[src/rtl/msi_cap_pkg.sv]
package msi_cap_pkg;
  localparam logic [7:0] CAP_ID_MSG_IRQ = 8'h05;
  localparam int OFS_CTL     = 2;
  localparam int OFS_ADDR_LO = 4;
  localparam int OFS_ADDR_HI = 8;
  // control low byte bits that ignore writes: 1,2,3 (capability count) and 7 (layout)
  localparam logic [7:0] CTL_RO_BITS = 8'h8E;

  typedef struct packed {
    logic       en;
    logic [2:0] exp_en;
  } irq_ctl_t;

  function automatic int data_ofs(input bit wide);
    return wide ? 12 : 8;
  endfunction
endpackage

[src/rtl/msi_cap_regs.sv]
module msi_cap_regs
  import msi_cap_pkg::*;
#(
  parameter int         NUM_VEC  = 4,
  parameter bit         ADDR64   = 1'b1,
  parameter logic [7:0] NEXT_PTR = 8'h00
) (
  input  logic               clk,
  input  logic               rst_n,
  input  logic [7:0]         cfg_addr,
  input  logic               cfg_we,
  input  logic [7:0]         cfg_wdata,
  output logic [7:0]         cfg_rdata,
  input  logic [NUM_VEC-1:0] pend,
  output irq_ctl_t           ctl,
  output logic [31:0]        addr_lo,
  output logic [31:0]        addr_hi,
  output logic [31:0]        data_q,
  output logic [NUM_VEC-1:0] mask_q,
  output logic [NUM_VEC-1:0] mask_nxt
);
  localparam int CAP_EXP  = (NUM_VEC > 1) ? $clog2(NUM_VEC) : 0;
  localparam int DATA_OFS = data_ofs(ADDR64);
  localparam int MASK_OFS = DATA_OFS + 4;
  localparam int PEND_OFS = DATA_OFS + 8;

  logic [7:0]  ctl_lo_rd;
  logic [7:0]  ctl_lo_wr;
  logic [31:0] mask_w;
  logic [31:0] word;
  logic [5:0]  widx;

  assign ctl_lo_rd = {ADDR64, ctl.exp_en, 3'(CAP_EXP), ctl.en};
  assign ctl_lo_wr = (cfg_wdata & ~CTL_RO_BITS) | (ctl_lo_rd & CTL_RO_BITS);

  // byte-merge of the mask register, seen by the scheduler on the write edge
  always_comb begin
    mask_w = 32'(mask_q);
    for (int b = 0; b < 4; b++)
      if (cfg_we && cfg_addr == 8'(MASK_OFS + b)) mask_w[8*b +: 8] = cfg_wdata;
    mask_nxt = mask_w[NUM_VEC-1:0];
  end

  always_ff @(posedge clk) begin
    if (!rst_n) begin
      ctl     <= '0;
      addr_lo <= '0;
      data_q  <= '0;
      mask_q  <= '0;
    end else begin
      mask_q <= mask_nxt;
      if (cfg_we) begin
        if (cfg_addr == 8'(OFS_CTL)) begin
          ctl.en     <= ctl_lo_wr[0];
          ctl.exp_en <= ctl_lo_wr[6:4];
        end
        for (int b = 0; b < 4; b++) begin
          if (cfg_addr == 8'(OFS_ADDR_LO + b)) addr_lo[8*b +: 8] <= cfg_wdata;
          if (cfg_addr == 8'(DATA_OFS + b))    data_q[8*b +: 8]  <= cfg_wdata;
        end
      end
    end
  end

  generate
    if (ADDR64) begin : g_hi
      always_ff @(posedge clk) begin
        if (!rst_n) addr_hi <= '0;
        else if (cfg_we)
          for (int b = 0; b < 4; b++)
            if (cfg_addr == 8'(OFS_ADDR_HI + b)) addr_hi[8*b +: 8] <= cfg_wdata;
      end
    end else begin : g_no_hi
      assign addr_hi = '0;
    end
  endgenerate

  assign widx = cfg_addr[7:2];
  always_comb begin
    word = '0;
    if (widx == 6'd0)                          word = {8'h01, ctl_lo_rd, NEXT_PTR, CAP_ID_MSG_IRQ};
    else if (widx == 6'(OFS_ADDR_LO / 4))      word = addr_lo;
    else if (ADDR64 && widx == 6'(OFS_ADDR_HI / 4)) word = addr_hi;
    else if (widx == 6'(DATA_OFS / 4))         word = data_q;
    else if (widx == 6'(MASK_OFS / 4))         word = 32'(mask_q);
    else if (widx == 6'(PEND_OFS / 4))         word = 32'(pend);
  end
  assign cfg_rdata = word[{cfg_addr[1:0], 3'b000} +: 8];
endmodule

[src/rtl/msi_cap_sched.sv]
module msi_cap_sched
  import msi_cap_pkg::*;
#(
  parameter int NUM_VEC = 4
) (
  input  logic               clk,
  input  logic               rst_n,
  input  logic [NUM_VEC-1:0] irq_lvl,
  input  irq_ctl_t           ctl,
  input  logic [NUM_VEC-1:0] mask_q,
  input  logic [NUM_VEC-1:0] mask_nxt,
  input  logic [31:0]        addr_lo,
  input  logic [31:0]        addr_hi,
  input  logic [31:0]        data_q,
  output logic [NUM_VEC-1:0] pend,
  output logic               msg_valid,
  input  logic               msg_ready,
  output logic [63:0]        msg_addr,
  output logic [31:0]        msg_data
);
  localparam int SEL_W = (NUM_VEC > 1) ? $clog2(NUM_VEC) : 1;

  logic [NUM_VEC-1:0] irq_q, rise, live, fresh, to_pend, released, due, cand;
  logic [SEL_W-1:0]   sel;
  logic               hit, slot_free;
  logic [31:0]        vmask;

  assign vmask = (32'd1 << ctl.exp_en) - 32'd1;

  always_comb
    for (int v = 0; v < NUM_VEC; v++)
      live[v] = ctl.en && (32'(v) < (32'd1 << ctl.exp_en));

  assign rise      = irq_lvl & ~irq_q;
  assign fresh     = rise & live & ~mask_q;
  assign to_pend   = rise & live & mask_q;
  assign released  = pend & live & ~mask_nxt;
  assign cand      = (due | fresh | released) & live;
  assign slot_free = !msg_valid || msg_ready;

  // lowest-numbered queued vector wins
  always_comb begin
    hit = 1'b0;
    sel = '0;
    for (int v = NUM_VEC - 1; v >= 0; v--)
      if (cand[v]) begin
        hit = 1'b1;
        sel = SEL_W'(v);
      end
  end

  always_ff @(posedge clk) begin
    if (!rst_n) begin
      irq_q     <= '0;
      pend      <= '0;
      due       <= '0;
      msg_valid <= 1'b0;
      msg_addr  <= '0;
      msg_data  <= '0;
    end else begin
      irq_q <= irq_lvl;
      pend  <= (pend | to_pend) & ~released;
      if (slot_free) begin
        msg_valid <= hit;
        due       <= hit ? (cand & ~(NUM_VEC'(1) << sel)) : cand;
        if (hit) begin
          msg_addr <= {addr_hi, addr_lo};
          msg_data <= (data_q & ~vmask) | 32'(sel);
        end
      end else begin
        due <= cand;
      end
    end
  end
endmodule

[src/rtl/msi_cap.sv]
module msi_cap
  import msi_cap_pkg::*;
#(
  parameter int         NUM_VEC  = 4,
  parameter bit         ADDR64   = 1'b1,
  parameter logic [7:0] NEXT_PTR = 8'h00
) (
  input  logic               clk,
  input  logic               rst_n,
  input  logic [7:0]         cfg_addr,
  input  logic               cfg_we,
  input  logic [7:0]         cfg_wdata,
  output logic [7:0]         cfg_rdata,
  input  logic [NUM_VEC-1:0] irq_lvl,
  output logic               msg_valid,
  input  logic               msg_ready,
  output logic [63:0]        msg_addr,
  output logic [31:0]        msg_data
);
  irq_ctl_t           ctl;
  logic               ctl_en;
  logic [31:0]        addr_lo, addr_hi, data_q;
  logic [NUM_VEC-1:0] mask_q, mask_nxt, pend;

  assign ctl_en = ctl.en;

  msi_cap_regs #(.NUM_VEC(NUM_VEC), .ADDR64(ADDR64), .NEXT_PTR(NEXT_PTR)) u_regs (
    .clk(clk), .rst_n(rst_n), .cfg_addr(cfg_addr), .cfg_we(cfg_we),
    .cfg_wdata(cfg_wdata), .cfg_rdata(cfg_rdata), .pend(pend), .ctl(ctl),
    .addr_lo(addr_lo), .addr_hi(addr_hi), .data_q(data_q),
    .mask_q(mask_q), .mask_nxt(mask_nxt)
  );

  msi_cap_sched #(.NUM_VEC(NUM_VEC)) u_sched (
    .clk(clk), .rst_n(rst_n), .irq_lvl(irq_lvl), .ctl(ctl),
    .mask_q(mask_q), .mask_nxt(mask_nxt), .addr_lo(addr_lo), .addr_hi(addr_hi),
    .data_q(data_q), .pend(pend), .msg_valid(msg_valid), .msg_ready(msg_ready),
    .msg_addr(msg_addr), .msg_data(msg_data)
  );
endmodule

[config.mk]
export PLATFORM = sky130hd
export DESIGN_NAME = msi_cap
export DESIGN_NICKNAME = d
export VERILOG_FILES = /design/src/rtl/msi_cap_pkg.sv /design/src/rtl/msi_cap_regs.sv /design/src/rtl/msi_cap_sched.sv /design/src/rtl/msi_cap.sv
export SDC_FILE = /design/constraint.sdc
export NUM_CORES = 1
export LEC_CHECK = 0
export BUFFER_PORTS_ARGS = -buffer_cell sky130_fd_sc_hd__buf_4
export CAP_MARGIN = 0
export CORE_ASPECT_RATIO = 1.75
export CORE_MARGIN = 2
export CORE_UTILIZATION = 50
export DETAILED_ROUTE_END_ITERATION = 12
export PLACE_DENSITY_LB_ADDON = 0.1
export SLEW_MARGIN = 40
export SYNTH_ARGS = -nofsm -noshare
export SYNTH_HDL_FRONTEND = slang
export SYNTH_SLANG_ARGS = --single-unit
export TNS_END_PERCENT = 30
[constraint.sdc]
create_clock -name clk -period 2.75 [get_ports clk]
set_input_delay 0.4125 -clock clk [delete_from_list [all_inputs] [get_ports clk]]
set_output_delay 0.4125 -clock clk [all_outputs]
set_load 0.005 [all_outputs]
==> results of run 1 <==
[Yosys cell counts (all sizes together) (19+ instances only)]
master   instances
nand2          238
mux2i           87
and3            89
a2bb2oi         92
dfxtp          213
nor2           108
nand3           19
o311ai          91
a21oi           48
o21ai           38
buf             39
clkbuf          92
[routing by layer]
metal / vias to the layer above / wire [µm] / part of all wire / global-route usage
met5: - / 0 / 0 / 0
met4: 0 / 1550 / 0.044 / 0.135
met1: 4969 / 13800 / 0.40 / 0.349
li1: 4931 / - / - / -
met3: 78 / 1470 / 0.042 / 0.0361
met2: 307 / 18000 / 0.52 / 0.532
[registers in the layout, indices dropped and copies added (netlist names)]
register	count
u_regs.ctl	4
u_sched.irq_q	4
u_sched.msg_data	32
u_regs.addr_hi	32
u_sched.due	4
u_regs.mask_q	4
u_sched.msg_addr	64
u_sched.pend	4
u_regs.addr_lo	32
u_regs.data_q	32
u_sched.msg_valid	1
[power by group]
| group | internal [µW] | switching, µW |
|---|---|---|
| Clock | 1550 | 1220 |
| Sequential | 3090 | 4.10 |
| Combinational | 113 | 231 |
[area by class of cell]
cell class / count / area [µm²] / share of cell area
clock inverters: 2 / 13.8 / 0.00105
flip-flops and latches: 213 / 4260 / 0.325
clock buffers: 34 / 624 / 0.0477
inverters: 12 / 45.0 / 0.00344
repair buffers: 203 / 1720 / 0.131
multi-input cells: 927 / 6070 / 0.463
well taps: 292 / 365 / 0.0279
[what timing repair did]
action,4_1_cts,5_1_grt
pin swaps,1,2
hold endpoints to repair,0,0
gates resized for setup,3,9
setup endpoints to repair,3,8
cloned,0,1
buffers inserted,0,1
[metrics by stage]
step | setup TNS [ns] | utilization | cell area (µm²) | hold WS, ns
floorplan | 0 | - | 10900 | 0.438
global placement | -0.207 | 0.579 | 12400 | 0.441
detailed placement | -0.210 | 0.579 | 12400 | 0.446
CTS | -0.0147 | 0.609 | 13000 | 0.135
global route | -0.0612 | 0.612 | 13100 | 0.136
finish | -0.0208 | 0.612 | 13100 | 0.143
[kinds of logic after synthesis]
group	after synthesis	share of synthesized area
DFF	213	0.392
buffers and inverters	143	0.0566
adders and majority gates	1	0.00115
muxes	95	0.0934
AOI/OAI and AO/OA	332	0.237
and+or+nand+nor	499	0.220
[worst max path at each step]
stage / startpoint / end / slack (ns) / cells after the start
floorplan: cfg_addr[5] / cfg_rdata[5] / 0.35 / 8
global placement: cfg_addr[5] / cfg_rdata[3] / -0.12 / 10
detailed placement: cfg_addr[5] / cfg_rdata[3] / -0.11 / 10
CTS: cfg_addr[5] / cfg_rdata[3] / -0.01 / 10
global route: cfg_addr[5] / cfg_rdata[3] / -0.02 / 10
finish: cfg_addr[5] / cfg_rdata[3] / -0.02 / 10
==> run metrics, run 1 <==
largest area contributor in the netlist=sky130_fd_sc_hd__dfxtp_1; worst voltage drop across the vdd grid=0.489 mV; worst reg2reg path startpoint=u_regs.ctl[3]$_SDFFE_PN0P_; number of buffers added to fix hold violations after cts=0; antenna violations before repair=0; area of the die=0.0230 mm²; net count reported at finish=1403; leading cell type in the layout, fill and taps excluded=sky130_fd_sc_hd__nand2_1; global-route wire length before repair=53400 µm; cell at the slowest stage of the critical path=sky130_fd_sc_hd__or4_4; root cell of the clock tree=sky130_fd_sc_hd__clkbuf_16; power per cell area=474 mW/mm²; row count=71; initial cell density of the core=0.509; critical setup path kind=in -> out; final critical-path required period=2.77 ns; height of the die=199 µm; ratio of final minimum period to clock period=1.01; clock tree skew after final layout=0.0212 ns; cells along the critical path=buf_4 -> or4_4 -> nor2_4 -> buf_6 -> a221oi_1 -> a21oi_1 -> nor2_1 -> o31ai_2 -> buf_4 -> buf_4; number of synthesized flops with an enable pin=0; deepest level of the CTS H-tree=1; PortBufs=128; largest delay contributor family on the critical path=simple AND/OR/NAND/NOR gates; number of maximum-capacitance constraint violations=0; post-detailed-route wirelength per cell=20.7 µm; startpoint class of the critical path=input port; leakage power=0.00535 µW; library cells used by synthesis=73; standard cell core area=0.0214 mm²; status=finished with violations; final number of setup-violating endpoints=1; Yosys top cell area share=0.392; Synth Net Count=1308; detailed placer's ending HPWL=24700 µm; number of buffer and inverter stages on the critical path=4; Worst Slack Setup Final=-0.0208 ns; Synthesis Warnings=0; post-DR vias/cell=6.11; length of the first detailed-routing pass in iterations=5; mean post-synth cell area=8.49 µm²; min-delay src=irq_lvl[0]; flops & latches, synth=213; total standard cell area after synthesis=0.0109 mm²; weighted congestion reported at the end of routability-driven placement=0.993; worst skew pair latency=0.51 ns; CTS max path bufs=3; GRT Total Usage=0.297; TritonCTS Sinks=213; kind of capture point of the worst setup path=output port; actual slew at the worst max-slew pin=0.585 ns; Data arrival, critical path=2.36 ns; diode count=0; register-to-register setup slack=0.56 ns; hold depth=2; number of antenna-violating nets in the routed design=0; Initial DRC Count=768; filler cell count in the final layout=1953; Pwr Total=6210 µW; highest attainable clock frequency=361 MHz; Slew Viols, Final=0; clock buffer count from CTS=21; worst setup slack after placement=-0.111 ns; CP required=2.34 ns; number of DRC violations after detailed routing=0; most frequent CP cell=sky130_fd_sc_hd__buf_4; capture instance of the worst register-to-register path=u_sched.msg_data[6]$_SDFFE_PN0P_; violations in the final reports=setup timing; fraction of synthesis flops using an asynchronous set or reset pin=0; count of pins on the block boundary=129; gate count of the mapped netlist=1283; commonest non-fill, non-tap cells in the layout=238 x sky130_fd_sc_hd__nand2_1, 213 x sky130_fd_sc_hd__dfxtp_1, 185 x sky130_fd_sc_hd__buf_4; maximum cell stage delay along the critical path=0.58 ns; pin count of the biggest net entering global routing=92; leading post-synthesis cells by cell area=sky130_fd_sc_hd__dfxtp_1 39%, sky130_fd_sc_hd__nand2_1 8.2%, sky130_fd_sc_hd__mux2i_1 8.0%, sky130_fd_sc_hd__a2bb2oi_1 7.4%, sky130_fd_sc_hd__and3_1 5.1%; Non-Filler Instances=1683; leftover overflow at the end of global routing=0; Final Hold Violating Endpoints=0; area added between synthesis and finish=20.3%; tightest slew margin relative to the limit=0.600; Clk pin slew, worst setup/hold paths=0.06 ns; worst hold path class=in -> reg; TritonCTS clock tree=yes; post-detailed-routing wire length=34900 µm; worst min-delay path endpoint=u_sched.irq_q[0]$_SDFF_PN0_; Die W=116 µm; unrepaired setup endpoints after global routing=true; count of vias placed by the detailed router=10285; Top FF cell, synth=sky130_fd_sc_hd__dfxtp_1; sequential cell area fraction in the yosys report=0.392; placed cell count=1645; Worst Reg2Reg Path Length in Cells=6; Critical Path Fanout Max=5; ratio of cells with drive above 1 in the final layout=0.197; vias in the first global route=9604
(Power assumes the default switching activity.)
==> inputs of run 2 (changes only) <==
- SYNTH_HIERARCHICAL: default -> 1
==> run 2 against run 1 <==
  * Final cell count fell by 15%
  * Non-clock buffer count decreased by 14
  * Worst setup slack improved by 0.048 ns
  * The run now ends clean
  * Hold slack worse by 0.0077 ns
  * Highest routed layer unchanged
  * Largest power group unchanged
  * Clock power barely moved
  * Maximum frequency is 1.8% higher
  * Die area decreased by 10%
  * First-iteration DRC count is 40% lower
==> run metrics, run 2 <==
crit path launch=cfg_addr[7] (was cfg_addr[5]); leading cell type in the layout, fill and taps excluded=sky130_fd_sc_hd__nand2_1 (unchanged); tightest slew margin relative to the limit=0.590 (was 0.600); clock tree skew after final layout=0.0119 ns (was 0.0212 ns); worst voltage drop across the vdd grid=0.504 mV (was 0.489 mV); post-detailed-routing wire length=26500 µm (was 34900 µm); post-layout util=0.624 (was 0.612); area of the die=0.0207 mm² (was 0.0230 mm²); Die W=110 µm (was 116 µm); kind of capture point of the worst setup path=output port (unchanged); final critical-path required period=2.72 ns (was 2.77 ns); post-detailed-route wirelength per cell=18.5 µm (was 20.7 µm); Post-synth top cells=224 x sky130_fd_sc_hd__nand2_1, 213 x sky130_fd_sc_hd__dfxtp_1, 191 x sky130_fd_sc_hd__mux2i_1 (was 238 x sky130_fd_sc_hd__nand2_1, 213 x sky130_fd_sc_hd__dfxtp_1, 104 x sky130_fd_sc_hd__nor2_1); number of antenna-violating nets in the routed design=0 (unchanged); height of the die=189 µm (was 199 µm); ratio of cells with drive above 1 in the final layout=0.232 (was 0.197); PortBufs=128 (unchanged); pin count of the biggest net entering global routing=110 (was 92); largest area contributor in the netlist=sky130_fd_sc_hd__dfxtp_1 (unchanged); final design instance area without fill=0.0119 mm² (was 0.0131 mm²); global-route wire length before repair=41100 µm (was 53400 µm); diode count=0 (unchanged); number of maximum-capacitance constraint violations=0 (unchanged); Data arrival, critical path=2.31 ns (was 2.36 ns); worst skew pair latency=0.50 ns (was 0.51 ns); worst hold path class=in -> reg (unchanged); total standard cell area after synthesis=0.00976 mm² (was 0.0109 mm²); cells along the critical path=buf_4 -> buf_4 -> or4_4 -> or3_4 -> o221a_2 -> o21ai_1 -> o31ai_2 -> buf_4 (was buf_4 -> or4_4 -> nor2_4 -> buf_6 -> a221oi_1 -> a21oi_1 -> nor2_1 -> o31ai_2 -> buf_4 -> buf_4); largest delay contributor family on the critical path=simple AND/OR/NAND/NOR gates (unchanged); Yosys top cell area share=0.437 (was 0.392); number of buffers added to fix hold violations after cts=0 (unchanged); TritonCTS Sinks=213 (unchanged); root cell of the clock tree=sky130_fd_sc_hd__clkbuf_16 (unchanged); most frequent CP cell=sky130_fd_sc_hd__buf_4 (unchanged); number of DRC violations after detailed routing=0 (unchanged); antenna violations before repair=0 (unchanged); mean post-synth cell area=9.33 µm² (was 8.49 µm²); count of buffers added by post-CTS timing repair for setup=0 (unchanged); Top FF cell, synth=sky130_fd_sc_hd__dfxtp_1 (unchanged); TritonCTS clock tree=yes (unchanged); number of synthesized flops with an enable pin=0 (unchanged); sequential cell area fraction in the yosys report=0.437 (was 0.392); gate count of the mapped netlist=1046 (was 1283); leading post-synthesis cells by cell area=sky130_fd_sc_hd__dfxtp_1 44%, sky130_fd_sc_hd__mux2i_1 20%, sky130_fd_sc_hd__nand2_1 8.6%, sky130_fd_sc_hd__nor2b_1 6.2%, sky130_fd_sc_hd__mux2_2 2.2% (was sky130_fd_sc_hd__dfxtp_1 39%, sky130_fd_sc_hd__nand2_1 8.2%, sky130_fd_sc_hd__mux2i_1 8.0%, sky130_fd_sc_hd__a2bb2oi_1 7.4%, sky130_fd_sc_hd__and3_1 5.1%); power per cell area=515 mW/mm² (was 474 mW/mm²); area of placed instances=0.0112 mm² (was 0.0124 mm²); cell with the most instances after synthesis=sky130_fd_sc_hd__nand2_1 (unchanged); post-DR vias/cell=5.42 (was 6.11); deepest level of the CTS H-tree=1 (unchanged); ratio of final minimum period to clock period=0.990 (was 1.01); startpoint class of the critical path=input port (unchanged); flops & latches, synth=213 (unchanged); cell at the slowest stage of the critical path=sky130_fd_sc_hd__or4_4 (unchanged); GRT Total Usage=0.256 (was 0.297); CP required=2.34 ns (about the same); Initial DRC Count=457 (was 768); length of the first detailed-routing pass in iterations=5 (unchanged); Pwr Total=6140 µW (was 6210 µW); maximum cell stage delay along the critical path=0.54 ns (was 0.58 ns); Final Hold Violating Endpoints=0 (unchanged); filler cell count in the final layout=1690 (was 1953); weighted congestion reported at the end of routability-driven placement=0.974 (was 0.993); leftover overflow at the end of global routing=0 (unchanged); Synth Net Count=1075 (was 1308); count of vias placed by the detailed router=7792 (was 10285); worst reg2reg path startpoint=u_regs/ctl[2]$_SDFFE_PN0P_ (was u_regs.ctl[3]$_SDFFE_PN0P_); standard cell core area=0.0191 mm² (was 0.0214 mm²); Synthesis Warnings=6 (was 0); final number of setup-violating endpoints=0 (was 1); Slew Viols, Final=0 (unchanged); flip-flop count of the largest register, all copies and words added=64 (unchanged); vias in the first global route=7452 (was 9604); initial cell density of the core=0.511 (was 0.509); leakage power=0.00429 µW (was 0.00535 µW); Clk pin slew, worst setup/hold paths=0.06 ns (about the same); Non-Filler Instances=1437 (was 1683); row count=67 (was 71); number of buffer and inverter stages on the critical path=3 (was 4); clock buffer count from CTS=20 (was 21); area added between synthesis and finish=22.1% (was 20.3%); CTS max path bufs=3 (unchanged); Biggest register=u_sched/msg_addr (was u_sched.msg_addr); status=finished clean (was finished with violations); detailed placer's ending HPWL=19000 µm (was 24700 µm); commonest non-fill, non-tap cells in the layout=223 x sky130_fd_sc_hd__nand2_1, 213 x sky130_fd_sc_hd__dfxtp_1, 191 x sky130_fd_sc_hd__mux2i_1 (was 238 x sky130_fd_sc_hd__nand2_1, 213 x sky130_fd_sc_hd__dfxtp_1, 185 x sky130_fd_sc_hd__buf_4); library cells used by synthesis=61 (was 73); fraction of synthesis flops using an asynchronous set or reset pin=0 (unchanged); actual slew at the worst max-slew pin=0.613 ns (was 0.585 ns); count of pins on the block boundary=129 (unchanged); critical setup path kind=in -> out (unchanged); highest attainable clock frequency=367 MHz (was 361 MHz); net count reported at finish=1212 (was 1403); Critical Path Fanout Max=4 (was 5); placed cell count=1402 (was 1645); min-delay src=irq_lvl[0] (unchanged)
run 2: cell types whose count changed after synthesis, sizes merged, moves of 16 or more:
cell     before  now
a21oi        48   18
a2bb2oi      92    0
and3         89    2
buf          39   23
clkbuf       92   51
mux2          3   20
mux2i        87  191
nor2        108   24
nor2b         3   97
o311ai       91    3
run 2: worst paths after layout:
| check | endpoint | slack, ns | cells after the start |
|---|---|---|---|
| setup reg to reg | u_sched/msg_data[25]$_SDFFE_PN0P_ | 0.24 | 9 |
| hold reg to reg | u_sched/msg_addr[5]$_SDFFE_PN0P_ | 0.46 | 2 |
| hold / removal | u_sched/irq_q[0]$_SDFF_PN0_ | 0.13 | 2 |
| setup / recovery | cfg_rdata[5] | 0.03 | 8 |
run 2: area by class of cell:
type	instances	area, µm²	area share
multi-input combinational	751	5180	0.434
sequential	213	4260	0.358
timing repair buffer	189	1500	0.126
clock buffer	25	559	0.0469
tap	241	302	0.0253
clock inverter	10	96.3	0.00808
inverter	8	30.0	0.00252
run 2: through the flow:
stage	worst slack [ns]	TNS [ns]	hold slack [ns]
final	0.0275	0	0.135
after CTS	0.00254	0	0.125
after floorplan	-0.0883	-6.20	0.444
after global routing	-0.0309	-0.0309	0.126
after detailed placement	-0.232	-16.83	0.447
after global placement	-0.201	-13.18	0.445
run 2: logic make-up (layout without fill, tap and decap cells):
logic type | count (synthesis) | count (layout) | synth area share
simple gates | 407 | 407 | 0.208
flops | 213 | 213 | 0.437
mux | 212 | 212 | 0.221
compound gates | 125 | 125 | 0.0875
buf+inv | 82 | 232 | 0.0383
fa+ha+maj | 5 | 5 | 0.00641
xor+xnor | 2 | 2 | 0.00179
run 2: per-layer routing:
| metal | global-route usage | part of all wire | vias up |
|---|---|---|---|
| li1 | - | - | 3846 |
| met3 | 0.0293 | 0.044 | 72 |
| met4 | 0.124 | 0.050 | 0 |
| met5 | 0 | 0 | - |
| met2 | 0.426 | 0.48 | 237 |
| met1 | 0.324 | 0.42 | 3637 |
run 2: power breakdown:
group	total, µW	leakage, µW	switching [µW]	internal [µW]
Combinational	314	0.00226	201	113
Clock	2740	0.000314	1190	1550
Sequential	3090	0.00172	3.34	3090
Total	6140	0.00429	1400	4750
run 2: repair_timing:
action,in CTS,in global routing
pin swaps,1,0
resized for setup,0,9
endpoints found under the setup margin,1,4
hold endpoints to repair,0,0
==> inputs of run 3 (changes only) <==
- CORE_UTILIZATION: 50 -> 30
==> run 3 against run 2 <==
  * Global-route usage down 7.5 points
  * Cell area rose by 2.0%
  * Hold slack worse by 0.019 ns
  * Count of clock-buffer cells in the layout rose by 6
  * Sequential cell count stayed put
  * Clock power increased by 8.4%
  * Total power up 3.9%
  * Sequential share of layout area down 0.70 points
  * Critical path type unchanged
==> run metrics, run 3 (synthesized netlist as in run 2, its figures left out) <==
status=finished clean (unchanged); filler cell count in the final layout=3307 (was 1690); weighted congestion reported at the end of routability-driven placement=0.925 (was 0.974); CTS max path bufs=3 (unchanged); root cell of the clock tree=sky130_fd_sc_hd__clkbuf_16 (unchanged); length of the first detailed-routing pass in iterations=5 (unchanged); crit path launch=cfg_addr[6] (was cfg_addr[7]); ratio of cells with drive above 1 in the final layout=0.231 (was 0.232); startpoint class of the critical path=input port (unchanged); detailed placer's ending HPWL=22500 µm (was 19000 µm); count of pins on the block boundary=129 (unchanged); flip-flop count of the largest register, all copies and words added=64 (unchanged); worst reg2reg path startpoint=u_regs/ctl[2]$_SDFFE_PN0P_ (unchanged); leading cell type in the layout, fill and taps excluded=sky130_fd_sc_hd__nand2_1 (unchanged); GR Util met3=0.0183 (was 0.0293); area of the die=0.0341 mm² (was 0.0207 mm²); unrepaired setup endpoints after global routing=false; standard cell core area=0.0321 mm² (was 0.0191 mm²); area added between synthesis and finish=24.6% (was 22.1%); clock buffer count from CTS=22 (was 20); antenna violations before repair=0 (unchanged); commonest non-fill, non-tap cells in the layout=223 x sky130_fd_sc_hd__nand2_1, 213 x sky130_fd_sc_hd__dfxtp_1, 191 x sky130_fd_sc_hd__mux2i_1 (unchanged); multi-input logic area=0.00517 mm² (was 0.00518 mm²); worst voltage drop across the vdd grid=0.365 mV (was 0.504 mV); diode count=0 (unchanged); Worst Reg2Reg Path Length in Cells=10 (was 9); PortBufs=128 (unchanged); Pwr Total=6390 µW (was 6140 µW); register cell area after layout=0.00426 mm² (unchanged); number of buffers added to fix hold violations after cts=0 (unchanged); TritonCTS Sinks=213 (unchanged); met1 capacity usage during global routing=0.227 (was 0.324); number of buffer and inverter stages on the critical path=5 (was 3); Clk pin slew, worst setup/hold paths=0.06 ns (about the same); Final Hold Violating Endpoints=0 (unchanged); clock tree skew after final layout=0.0152 ns (was 0.0119 ns); count of vias placed by the detailed router=7734 (was 7792); pin count of the biggest net entering global routing=172 (was 110); endpoint of the worst setup timing path=cfg_rdata[3] (was cfg_rdata[5]); TritonCTS clock tree=yes (unchanged); Biggest register=u_sched/msg_addr (unchanged); largest delay contributor family on the critical path=simple AND/OR/NAND/NOR gates (unchanged); global route hottest layer=met2 (unchanged); logic depth of the worst setup path including buffers=9 (was 8); post-detailed-routing wire length=31400 µm (was 26500 µm); Die W=140 µm (was 110 µm); leakage power=0.00432 µW (was 0.00429 µW); number of antenna-violating nets in the routed design=0 (unchanged); initial cell density of the core=0.304 (was 0.511); critical setup path kind=in -> out (unchanged); highest attainable clock frequency=372 MHz (was 367 MHz); maximum cell stage delay along the critical path=0.53 ns (was 0.54 ns); ratio of final minimum period to clock period=0.978 (was 0.990); worst setup slack after placement=-0.256 ns (was -0.232 ns); Non-Filler Instances=1601 (was 1437); worst skew pair latency=0.53 ns (was 0.50 ns); area of placed instances=0.0114 mm² (was 0.0112 mm²); worst hold path class=in -> reg (unchanged); capture instance of the worst register-to-register path=u_sched/msg_addr[62]$_SDFFE_PN0P_ (was u_sched/msg_data[25]$_SDFFE_PN0P_); most frequent CP cell=sky130_fd_sc_hd__buf_4 (unchanged); Slew Viols, Final=0 (unchanged); final design instance area without fill=0.0122 mm² (was 0.0119 mm²); CP required=2.34 ns (about the same); global-route wire length before repair=48000 µm (was 41100 µm); kind of capture point of the worst setup path=output port (unchanged); cell at the slowest stage of the critical path=sky130_fd_sc_hd__or4_4 (unchanged); final critical-path required period=2.69 ns (was 2.72 ns); number of maximum-capacitance constraint violations=0 (unchanged); actual slew at the worst max-slew pin=0.748 ns (was 0.613 ns); leftover overflow at the end of global routing=0 (unchanged); GRT Total Usage=0.181 (was 0.256); final number of setup-violating endpoints=0 (unchanged); cells along the critical path=buf_4 -> buf_4 -> or4_4 -> buf_4 -> buf_4 -> nor3_1 -> nor2_1 -> a31o_2 -> buf_4 (was buf_4 -> buf_4 -> or4_4 -> or3_4 -> o221a_2 -> o21ai_1 -> o31ai_2 -> buf_4); Data arrival, critical path=2.28 ns (was 2.31 ns); post-detailed-route wirelength per cell=19.6 µm (was 18.5 µm); net count reported at finish=1216 (was 1212); tightest slew margin relative to the limit=0.501 (was 0.590); post-DR vias/cell=4.83 (was 5.42); Initial DRC Count=387 (was 457); power per cell area=525 mW/mm² (was 515 mW/mm²); deepest level of the CTS H-tree=1 (unchanged); row count=87 (was 67); Worst Slack Setup Final=0.0609 ns (was 0.0275 ns); placed cell count=1563 (was 1402); Critical Path Fanout Max=7 (was 4); register-to-register setup slack=0.33 ns (was 0.24 ns); height of the die=243 µm (was 189 µm); vias in the first global route=7845 (was 7452); met2 global-route usage=0.309 (was 0.426); number of DRC violations after detailed routing=0 (unchanged)
-- run 3: worst min path at each step --
stage | depth (start not counted) | to | slack (ns) | from
after floorplan | 2 | u_sched/msg_addr[24]$_SDFFE_PN0P_ | 0.44 | u_regs/addr_lo[24]$_SDFFE_PN0P_
after global placement | 2 | u_sched/msg_addr[30]$_SDFFE_PN0P_ | 0.45 | u_sched/msg_addr[30]$_SDFFE_PN0P_
after CTS | 2 | u_sched/irq_q[3]$_SDFF_PN0_ | 0.1 | irq_lvl[3]
final | 2 | u_sched/irq_q[1]$_SDFF_PN0_ | 0.12 | irq_lvl[1]
after global routing | 2 | u_sched/irq_q[3]$_SDFF_PN0_ | 0.11 | irq_lvl[3]
after detailed placement | 2 | u_sched/msg_addr[59]$_SDFFE_PN0P_ | 0.45 | u_sched/msg_addr[59]$_SDFFE_PN0P_
-- run 3: worst register-to-register path, delay by kind of cell, from the launching register on --
kind,cells,cell delay [ns]
and+or+nand+nor,2,0.67
buffers and inverters,3,0.47
AOI/OAI and AO/OA,3,0.43
DFF,1,0.41
muxes,1,0.20
adders and majority gates,1,0.17
-- run 3: metrics by stage --
step	TNS (ns)	utilization	hold WS, ns
2_1_floorplan	-6.20	-	0.444
3_3_place_gp	-16.42	0.357	0.446
3_5_place_dp	-19.72	0.357	0.448
4_1_cts	0	0.378	0.0982
5_1_grt	0	0.379	0.110
6_report	0	0.379	0.116
-- run 3: timing repair --
action,4_1_cts,5_1_grt
endpoints found under the setup margin,0,5
gates resized for setup,0,6
setup buffers,0,0
-- run 3: area by class of cell --
cell class | count | area share
clock inverter | 7 | 0.00607
sequential | 213 | 0.351
tap | 400 | 0.0412
inverter | 8 | 0.00247
multi-input combinational | 751 | 0.425
clock buffer | 31 | 0.0513
timing repair buffer | 191 | 0.123
-- run 3: per-layer routing --
layer | share of wire | vias to the layer above | routed length [µm]
met1 | 0.44 | 3653 | 13700
met4 | 0.046 | 0 | 1440
met2 | 0.49 | 160 | 15300
li1 | - | 3859 | -
met5 | 0 | - | 0
met3 | 0.030 | 62 | 953
-- run 3: power by group --
| group | leakage, µW | internal (µW) | switching, µW |
|---|---|---|---|
| combinational | 0.00226 | 113 | 215 |
| clock | 0.000343 | 1680 | 1290 |
| sequential | 0.00172 | 3090 | 3.29 |
